### src/rtl/qec_pkg.sv
package qec_pkg;
  localparam int CTL_W = 32;
  localparam logic [7:0] CODE_LOOKUP = 8'h20;
  localparam logic [7:0] CODE_OCC    = 8'h21;
  localparam int POS_INV  = 24;
  localparam int POS_EDGE = 25;
  localparam int POS_EN   = 26;

  typedef enum logic [1:0] {
    LS_MOD = 2'd0,
    LS_EXC = 2'd1,
    LS_SHR = 2'd2,
    LS_INV = 2'd3
  } line_state_e;

  typedef struct packed {
    logic [4:0] rsvd;
    logic       en;
    logic       edge_on;
    logic       inv;
    logic [7:0] thr;
    logic [7:0] umask;
    logic [7:0] code;
  } ctl_t;
endpackage

### src/rtl/qec_lookup_match.sv
module qec_lookup_match #(
  parameter int LK_PORTS = 4,
  parameter int CW = $clog2(LK_PORTS + 1)
) (
  input  logic [LK_PORTS-1:0]   valid,
  input  logic [LK_PORTS*2-1:0] state,
  input  logic [LK_PORTS*3-1:0] req,
  input  logic [7:0]            umask,
  output logic [CW-1:0]         match_cnt
);
  logic [LK_PORTS-1:0] hit;

  // one matcher per port: state bit AND (no filter OR any filter matches)
  for (genvar p = 0; p < LK_PORTS; p++) begin : g_port
    logic [1:0] st;
    logic [2:0] rq;
    logic       st_ok;
    logic       flt_ok;
    assign st     = state[p*2 +: 2];
    assign rq     = req[p*3 +: 3];
    assign st_ok  = umask[st];
    assign flt_ok = (umask[7:4] == 4'd0) || umask[7] || ((umask[6:4] & rq) != 3'd0);
    assign hit[p] = valid[p] && st_ok && flt_ok;
  end

  always_comb begin
    match_cnt = '0;
    for (int p = 0; p < LK_PORTS; p++) begin
      match_cnt = match_cnt + CW'(hit[p]);
    end
  end
endmodule

### src/rtl/qec_select.sv
module qec_select
  import qec_pkg::*;
#(
  parameter int NUM_LANES = 4,
  parameter int EV_W = 8,
  parameter int LK_PORTS = 4
) (
  input  logic [7:0]              code,
  input  logic [7:0]              umask,
  input  logic [NUM_LANES*EV_W-1:0] lane_cnt,
  input  logic [LK_PORTS-1:0]     lk_valid,
  input  logic [LK_PORTS*2-1:0]   lk_state,
  input  logic [LK_PORTS*3-1:0]   lk_req,
  input  logic [EV_W-1:0]         occ_level,
  output logic [EV_W-1:0]         sel_cnt
);
  localparam int LKC_W = $clog2(LK_PORTS + 1);

  logic [LKC_W-1:0] lk_cnt;

  qec_lookup_match #(.LK_PORTS(LK_PORTS), .CW(LKC_W)) u_match (
    .valid     (lk_valid),
    .state     (lk_state),
    .req       (lk_req),
    .umask     (umask),
    .match_cnt (lk_cnt)
  );

  always_comb begin
    sel_cnt = '0;
    if (code == CODE_LOOKUP) begin
      sel_cnt = EV_W'(lk_cnt);
    end else if (code == CODE_OCC) begin
      sel_cnt = occ_level;
    end else begin
      for (int l = 0; l < NUM_LANES; l++) begin
        if (code == 8'(l)) sel_cnt = lane_cnt[l*EV_W +: EV_W];
      end
    end
  end
endmodule

### src/rtl/qec_qualify.sv
module qec_qualify #(
  parameter int EV_W = 8,
  parameter int TH_W = 8
) (
  input  logic            clk,
  input  logic            rst_n,
  input  logic [EV_W-1:0] sel_cnt,
  input  logic [TH_W-1:0] thr,
  input  logic            inv,
  input  logic            edge_on,
  input  logic            en,
  input  logic            clr_prev,
  output logic [EV_W-1:0] inc
);
  localparam int CMP_W = (EV_W > TH_W) ? EV_W : TH_W;

  logic [CMP_W-1:0] c_ext;
  logic [CMP_W-1:0] t_ext;
  logic thr_zero;
  logic meets;
  logic cond;
  logic prev_q;
  logic edge_hit;

  assign c_ext    = CMP_W'(sel_cnt);
  assign t_ext    = CMP_W'(thr);
  assign thr_zero = (thr == '0);
  assign meets    = inv ? (c_ext < t_ext) : (c_ext >= t_ext);
  assign cond     = thr_zero ? (sel_cnt != '0) : meets;
  assign edge_hit = cond && !prev_q;

  always_comb begin
    if (edge_on)       inc = {{(EV_W-1){1'b0}}, edge_hit};
    else if (thr_zero) inc = sel_cnt;
    else               inc = {{(EV_W-1){1'b0}}, meets};
  end

  always_ff @(posedge clk) begin
    if (!rst_n || clr_prev) prev_q <= 1'b0;
    else                    prev_q <= cond && en;
  end
endmodule

### src/rtl/qec_accum.sv
module qec_accum #(
  parameter int CNT_W = 48,
  parameter int EV_W = 8
) (
  input  logic             clk,
  input  logic             rst_n,
  input  logic             en,
  input  logic             load,
  input  logic [CNT_W-1:0] load_val,
  input  logic [EV_W-1:0]  inc,
  output logic [CNT_W-1:0] cnt
);
  always_ff @(posedge clk) begin
    if (!rst_n)    cnt <= '0;
    else if (load) cnt <= load_val;
    else if (en)   cnt <= cnt + {{(CNT_W-EV_W){1'b0}}, inc};
  end
endmodule

### src/rtl/qual_event_counter.sv
module qual_event_counter
  import qec_pkg::*;
#(
  parameter int NUM_LANES = 4,
  parameter int EV_W = 8,
  parameter int LK_PORTS = 4,
  parameter int CNT_W = 48
) (
  input  logic                      clk,
  input  logic                      rst_n,
  input  logic [NUM_LANES*EV_W-1:0] lane_cnt,
  input  logic [LK_PORTS-1:0]       lk_valid,
  input  logic [LK_PORTS*2-1:0]     lk_state,
  input  logic [LK_PORTS*3-1:0]     lk_req,
  input  logic [EV_W-1:0]           occ_level,
  input  logic                      wr_en,
  input  logic                      wr_sel,
  input  logic [CNT_W-1:0]          wr_data,
  output logic [CTL_W-1:0]          ctl_q,
  output logic [CNT_W-1:0]          cnt_q
);
  ctl_t ctl_r;
  ctl_t ctl_nxt;
  logic ctl_wr;
  logic cnt_wr;
  logic [EV_W-1:0] sel_cnt;
  logic [EV_W-1:0] inc_amt;

  assign ctl_wr = wr_en && !wr_sel;
  assign cnt_wr = wr_en && wr_sel;

  always_comb begin
    ctl_nxt      = ctl_t'(wr_data[CTL_W-1:0]);
    ctl_nxt.rsvd = '0;
  end

  always_ff @(posedge clk) begin
    if (!rst_n)      ctl_r <= '0;
    else if (ctl_wr) ctl_r <= ctl_nxt;
  end

  assign ctl_q = ctl_r;

  qec_select #(.NUM_LANES(NUM_LANES), .EV_W(EV_W), .LK_PORTS(LK_PORTS)) u_sel (
    .code      (ctl_r.code),
    .umask     (ctl_r.umask),
    .lane_cnt  (lane_cnt),
    .lk_valid  (lk_valid),
    .lk_state  (lk_state),
    .lk_req    (lk_req),
    .occ_level (occ_level),
    .sel_cnt   (sel_cnt)
  );

  qec_qualify #(.EV_W(EV_W), .TH_W(8)) u_qual (
    .clk      (clk),
    .rst_n    (rst_n),
    .sel_cnt  (sel_cnt),
    .thr      (ctl_r.thr),
    .inv      (ctl_r.inv),
    .edge_on  (ctl_r.edge_on),
    .en       (ctl_r.en),
    .clr_prev (ctl_wr),
    .inc      (inc_amt)
  );

  qec_accum #(.CNT_W(CNT_W), .EV_W(EV_W)) u_acc (
    .clk      (clk),
    .rst_n    (rst_n),
    .en       (ctl_r.en),
    .load     (cnt_wr),
    .load_val (wr_data),
    .inc      (inc_amt),
    .cnt      (cnt_q)
  );
endmodule

### config.mk
export PLATFORM = sky130hd
export DESIGN_NAME = qual_event_counter
export DESIGN_NICKNAME = d
export VERILOG_FILES = /design/src/rtl/qec_pkg.sv /design/src/rtl/qec_lookup_match.sv /design/src/rtl/qec_select.sv /design/src/rtl/qec_qualify.sv /design/src/rtl/qec_accum.sv /design/src/rtl/qual_event_counter.sv
export SDC_FILE = /design/constraint.sdc
export NUM_CORES = 1
export LEC_CHECK = 0
export ABC_CLOCK_PERIOD_IN_PS = 11490
export BUFFER_PORTS_ARGS = -buffer_cell sky130_fd_sc_hd__buf_2
export CELL_PAD_IN_SITES_DETAIL_PLACEMENT = 0
export CELL_PAD_IN_SITES_GLOBAL_PLACEMENT = 1
export CORE_MARGIN = 10
export CORE_UTILIZATION = 23
export CTS_CLUSTER_SIZE = 25
export DETAILED_ROUTE_END_ITERATION = 16
export GPL_ROUTABILITY_DRIVEN = 0
export PLACE_DENSITY = 0.59
export SYNTH_ARGS = -nofsm -noshare
export SYNTH_HDL_FRONTEND = slang
export SYNTH_SLANG_ARGS = --single-unit
### constraint.sdc
create_clock -name clk -period 11.49 [get_ports clk]
set_input_delay 0 -clock clk [delete_from_list [all_inputs] [get_ports clk]]
set_output_delay 0 -clock clk [all_outputs]
set_load 0.05 [all_outputs]
# Yosys cells after proc, flatten, opt, wreduce, memory -nomap -nowiden
# Index checks and enable logic that the tools add are counted.
[classes]
n_eq_ne = 5
addsub = 4
n_lt_le_gt_ge = 6
n_bitwise = 4
n_reduce_logical = 30
n_mux = 20
[op_table]
columns = ["op", "count"]
rows = [
  ["$mux W48", 2],
  ["$mux W8", 8],
  ["$add A48 B8 Y48", 1],
  ["$eq A8 B2 Y1 const B", 2],
  ["$eq A8 B6 Y1 const B", 2],
  ["$logic_not A8 Y1", 2],
  ["$lt A2 B4 Y1 const B", 4],
  ["$and A3 B3 Y3", 4],
  ["$logic_and A1 B1 Y1", 12],
  ["$reduce_bool A3 Y1", 4],
  ["$bmux W1 S2", 4],
  ["$eq A8 B1 Y1 const B", 1],
  ["$ge A8 B8 Y1", 1],
  ["$lt A8 B8 Y1", 1],
  ["$reduce_bool A8 Y1", 1],
  ["$logic_or A1 B1 Y1", 6],
  ["$mux W1", 6],
  ["$logic_not A4 Y1", 1],
  ["$add A2 B1 Y3", 1],
  ["$add A3 B1 Y3", 1],
  ["$logic_not A1 Y1", 3],
  ["$add A1 B1 Y2", 1],
  ["$reduce_bool A2 Y1", 1],
]
[totals]
inputBits = 116
word_cells = 77
reg_bits = 76

# Depth between registers and ports, before layout
[depth]
ltp_word = 16
depth_mapped = 27
mapped_depth_nobuf = 27

# By module
# A second synthesis with hierarchy kept.
[unflattened]
hier_cells = 629
hier_area_um2 = 5281.3
[modules_own_cells]
columns = ["module", "area_per_inst_um2", "seq_area_each_um2", "cells_each", "instances"]
rows = [
  ["qec_accum", 2996.6, 960.9, 364, 1],
  ["qual_event_counter", 1166.1, 540.5, 125, 1],
  ["qec_select", 485.5, 0.0, 65, 1],
  ["qec_qualify", 391.6, 20.0, 55, 1],
  ["qec_lookup_match", 241.5, 0.0, 20, 1],
]

# Worst setup path before layout
# Ideal clock, no wire load.
[synth_path]
path_kind = "reg2reg"
from = "register ctl_r, in the netlist ctl_q[10]"
to = "register u_acc.cnt[42]"
path_stages_with_launch = 26
n_path_buf = 0
arrival_ns = 5.570
setup_time_ns = 0.132
setup_slack_ns = 5.787
period_less_slack_ns = 5.703
cell_sequence = "dfxtp_1 -> mux4_2 -> nand3_1 -> fa_1 -> inv_1 -> ha_1 -> ha_1 -> mux4_2 -> a21oi_1 -> nor2_1 -> ha_1 -> nor2b_1 -> o211ai_1 -> a21o_1 -> a311o_1 -> o211ai_1 -> nor2_1 -> ha_1 -> inv_1 -> fa_1 -> nor2b_1 -> o31ai_1 -> a211o_1 -> nor4_2 -> xnor2_1 -> a21oi_1"
[synth_via]
elab_chain_len = 16
elab_cells_between_ends = 31
[synth_rtl]
columns = ["item", "line_no", "rtl"]
rows = [
  ["start: declaration", "qual_event_counter.sv:22", "ctl_t ctl_r;"],
  ["start signal: assignment", "qual_event_counter.sv:39", "else if (ctl_wr) ctl_r <= ctl_nxt;"],
  ["$bmux W1 S2", "qec_lookup_match.sv:21", "assign st_ok = umask[st];"],
  ["$mux W1 (not written as such)", "qec_lookup_match.sv:21", ""],
  ["$logic_and A1 B1 Y1 (2 in a row)", "qec_lookup_match.sv:23", "assign hit[p] = valid[p] && st_ok && flt_ok;"],
  ["$add A1 B1 Y2", "qec_lookup_match.sv:29", "match_cnt = match_cnt + CW'(hit[p]);"],
  ["$add A2 B1 Y3", "qec_lookup_match.sv:29", ""],
  ["$add A3 B1 Y3 (*)", "qec_lookup_match.sv:29", ""],
  ["$mux W8 (*)", "qec_select.sv:31", "if (code == CODE_LOOKUP) begin"],
  ["$ge A8 B8 Y1 / $lt A8 B8 Y1 (equally long branches)", "qec_qualify.sv:28", "assign meets = inv ? (c_ext < t_ext) : (c_ext >= t_ext);"],
  ["$mux W1", "qec_qualify.sv:28", ""],
  ["$mux W1", "qec_qualify.sv:29", "assign cond = thr_zero ? (sel_cnt != '0) : meets;"],
  ["$logic_and A1 B1 Y1", "qec_qualify.sv:30", "assign edge_hit = cond && !prev_q;"],
  ["$mux W8 (*)", "qec_qualify.sv:33", "if (edge_on) inc = {{(EV_W-1){1'b0}}, edge_hit};"],
  ["$add A48 B8 Y48 (*)", "qec_accum.sv:16", "else if (en) cnt <= cnt + {{(CNT_W-EV_W){1'b0}}, inc};"],
  ["$mux W48 (*)", "qec_accum.sv:16", ""],
  ["$mux W48 (*)", "qec_accum.sv:15", "else if (load) cnt <= load_val;"],
  ["end signal: assignment", "qec_accum.sv:15", ""],
  ["end signal: assignment", "qec_accum.sv:16", ""],
  ["end: declaration", "qec_accum.sv:11", "output logic [CNT_W-1:0] cnt"],
]
# Mark *: on every way between the ends. The rest lies on a longest branch, timed or not. The select of a mux whose other input is x is not followed.
# A chain may end at the register's enable or synchronous reset.

# Worst setup path after layout
[layout_path]
from = "register ctl_r, in the netlist ctl_q[12]"
to = "register u_acc.cnt[18]"
[layout_via]
elab_chain_len = 16
elab_cells_between_ends = 33
[layout_rtl]
columns = ["item", "line_no", "rtl"]
rows = [
  ["$and A3 B3 Y3 / $logic_not A4 Y1 (equally long branches)", "qec_lookup_match.sv:22", "assign flt_ok = (umask[7:4] == 4'd0) || umask[7] || ((umask[6:4] & rq) != 3'd0);"],
  ["$reduce_bool A3 Y1 / $logic_or A1 B1 Y1 (equally long branches)", "qec_lookup_match.sv:22", ""],
  ["$logic_or A1 B1 Y1", "qec_lookup_match.sv:22", ""],
  ["$logic_and A1 B1 Y1", "qec_lookup_match.sv:23", ""],
  ["$add A1 B1 Y2", "qec_lookup_match.sv:29", ""],
  ["$add A2 B1 Y3", "qec_lookup_match.sv:29", ""],
  ["$add A3 B1 Y3 (*)", "qec_lookup_match.sv:29", ""],
  ["$mux W8 (*)", "qec_select.sv:31", ""],
  ["$ge A8 B8 Y1 / $lt A8 B8 Y1 (equally long branches)", "qec_qualify.sv:28", ""],
  ["$mux W1", "qec_qualify.sv:28", ""],
  ["$mux W1", "qec_qualify.sv:29", ""],
  ["$logic_and A1 B1 Y1", "qec_qualify.sv:30", ""],
  ["$mux W8 (*)", "qec_qualify.sv:33", ""],
  ["$add A48 B8 Y48 (*)", "qec_accum.sv:16", ""],
  ["$mux W48 (*)", "qec_accum.sv:16", ""],
  ["$mux W48 (*)", "qec_accum.sv:15", ""],
]
# Marked as above.

==> flow_summary.json <==
{
  "synthArstFlopShare": 0,
  "endpoint_kind": "register",
  "worst_pin_slew_ns": 1.18,
  "yosysWarnings": 0,
  "ioPinCount": 196,
  "synthFlopType": "dfxtp_1",
  "via_per_inst": 4.67,
  "h-tree-depth": 3,
  "cts_buffers": 9,
  "grtUsageTotal": 0.136,
  "die_y_microns": 166,
  "antenna_found_initial": 0,
  "antenna_left": 0,
  "cts_tree": "built",
  "vias": 5188,
  "hp-class": "primary input to register",
  "syn_area_per_cell_sq_um": 8.00,
  "mostFrequentLayoutCells": "buf_2, nand2_1, dfxtp_1",
  "synth_cell_types": 63,
  "overflow": 0,
  "ys_seq_elements": 76,
  "worst_clock_skew_ns": 0.00786,
  "num_rows": 53,
  "fin_crit_ns": 6.11,
  "drv_cap": 0,
  "die_area_sq_um": 27600,
  "maxSlewHeadroom": 0.212,
  "vdd_ir_drop_max_mv": 0.0697,
  "n_antenna_cell": 0,
  "hold_viol": 0,
  "setup_tns_ns": 0,
  "rsz0062_at_grt": "false",
  "drc": 0,
  "drt_iter0_drc": 287,
  "hold_ws_ns": 0.162,
  "totalWireLength_microns": 19500,
  "cp.arrival_ns": 6.30,
  "start_kind": "register",
  "clock_latency_ns": 0.35,
  "grt_pass1_wl_microns": 30700,
  "cp.required_ns": 11.68,
  "drive_above_1_share": 0.286,
  "nNetsFinal": 967,
  "cts_buffer_depth": 2,
  "root_buffer": "clkbuf_16",
  "setup_ws_ns": 5.38,
  "cts_setup_buffers": 0,
  "final_max_slew_viol_count": 0,
  "status": "complete, no violations",
  "path_class": "register to register",
  "core_area_sq_um": 21000,
  "crit_fanout": 9,
  "dp_hpwl_microns": 15000,
  "clock-sinks": 76,
  "seq_area_sq_um": 1520,
  "nFillCells": 2291,
  "setup_violations": 0,
  "grt_start_max_net_pins": 96,
  "wire_per_inst_microns": 17.6,
  "max_freq_mhz": 164,
  "grt_pass1_vias": 5379,
  "io_buffers": 190,
  "syn-cell-area_sq_um": 4910,
  "mostFrequentLayoutCell": "buf_2",
  "synth_seq_area_share": 0.310,
  "first_pass_iters": 5,
  "multiInputGateArea_sq_um": 3130,
  "dpl_worst_slack_ns": 5.36,
  "area_delta_synth_final_pct": 40.5,
  "fin_crit_sh": 0.532,
  "leakagePower_nw": 2.95,
  "die_w_microns": 166,
  "netlist_instances": 614,
  "start_util": 0.234,
  "synth_edf_count": 0,
  "path_clk_slew_ns": 0.06,
  "power_density_nw_per_um2": 123
}
registers in the layout, indices dropped and copies added (netlist names):
signal         count
u_acc.cnt         48
ctl_q             27
u_qual.prev_q      1
through the flow:
stage	total power, mW	instance area [sq um]	util	std cells
floorplan	0.452	4930	-	618
global placement	0.521	6070	0.289	1045
detailed placement	0.521	6070	0.289	1045
CTS	0.864	6910	0.328	1111
global route	0.895	6910	0.328	1111
finish	0.851	6910	0.328	1111
critical path: stages, from the launching register on:
cell	delay [ns]
dfxtp_1	0.37
nor3_1	0.20
nor2_1	0.10
nand2_1	0.07
nand3_1	0.11
fa_1	0.54
inv_1	0.04
ha_1	0.18
ha_1	0.27
mux4_2	0.44
a21oi_1	0.22
nor2_1	0.09
ha_1	0.29
nor2b_1	0.13
o211ai_1	0.21
a21o_1	0.15
a311o_1	0.19
o211ai_1	0.10
nor2_1	0.10
ha_1	0.17
inv_1	0.05
fa_1	0.39
nor2b_1	0.16
o31ai_1	0.18
a211oi_2	0.70
and3_1	0.28
xnor2_1	0.12
a21oi_1	0.08
metal layers:
metal | global-route usage | up-vias | share of wire
li1 | - | 2628 | -
met1 | 0.180 | 2380 | 0.48
met2 | 0.212 | 166 | 0.45
met3 | 0.0364 | 14 | 0.066
met4 | 0.0385 | 0 | 0.011
met5 | 0 | - | 0
report_power, final:
group / switching [mW] / internal, mW
registers: 0.0230 / 0.280
logic: 0.141 / 0.0823
clock network: 0.118 / 0.207
total: 0.282 / 0.569
cells in the mapped netlist, drive strengths merged, types with 3 or more instances:
cell	n	area share
a21oi	63	0.064
inv	27	0.021
nor3	7	0.0081
clkbuf	30	0.023
nand3	21	0.025
xor2	21	0.037
a311oi	3	0.0053
nand2	92	0.071
a21boi	15	0.023
mux4	6	0.028
o31ai	4	0.0061
nor4	11	0.018
o211a	5	0.010
a21o	7	0.011
o21ai	46	0.047
a2111oi	4	0.011
xnor2	19	0.034
nand2b	4	0.0051
or3b	5	0.0089
and4	6	0.011
o211ai	4	0.0061
and3	7	0.0089
ha	18	0.046
or2	5	0.0064
mux2i	12	0.024
buf	11	0.015
nand4	18	0.023
a222oi	4	0.0081
nor2	23	0.018
dfxtp	76	0.31
a31oi	5	0.0064
nor2b	9	0.011
path summary, 6_finish.rpt:
check / from / end / slack, ns / depth (start not counted)
worst max-delay path: ctl_q[12] / u_acc.cnt[18] / 5.38 / 27
worst min register to register: ctl_q[2] / ctl_q[2] / 0.49 / 2
worst max register to register: ctl_q[12] / u_acc.cnt[18] / 5.38 / 27
worst min-delay path: wr_en / ctl_q[2] / 0.16 / 4
final cells by class:
type	instances	share of cell area
clock inverters	4	0.0101
multi-input cells	474	0.453
clock buffers	12	0.0386
inverters	27	0.0147
repair buffers	243	0.213
well taps	275	0.0498
flip-flops and latches	76	0.220
cell families (layout without fill, tap and decap cells):
family	Yosys count	in the layout	synth area share
AO/OA/AOI/OAI	175	175	0.224
XOR/XNOR	40	40	0.0713
adder cells (fa/ha/maj)	20	20	0.0540
buffers and inverters	68	286	0.0588
flip-flops	76	76	0.310
multiplexers	18	18	0.0519
other	1	5	0.000763
AND/OR/NAND/NOR	216	216	0.230
timing repair:
action                    CTS  global route
gates resized for setup     0             0
hold buffers               50             0
hold endpoints to repair   62             0
Note: power is estimated with default switching activity, not from simulation.
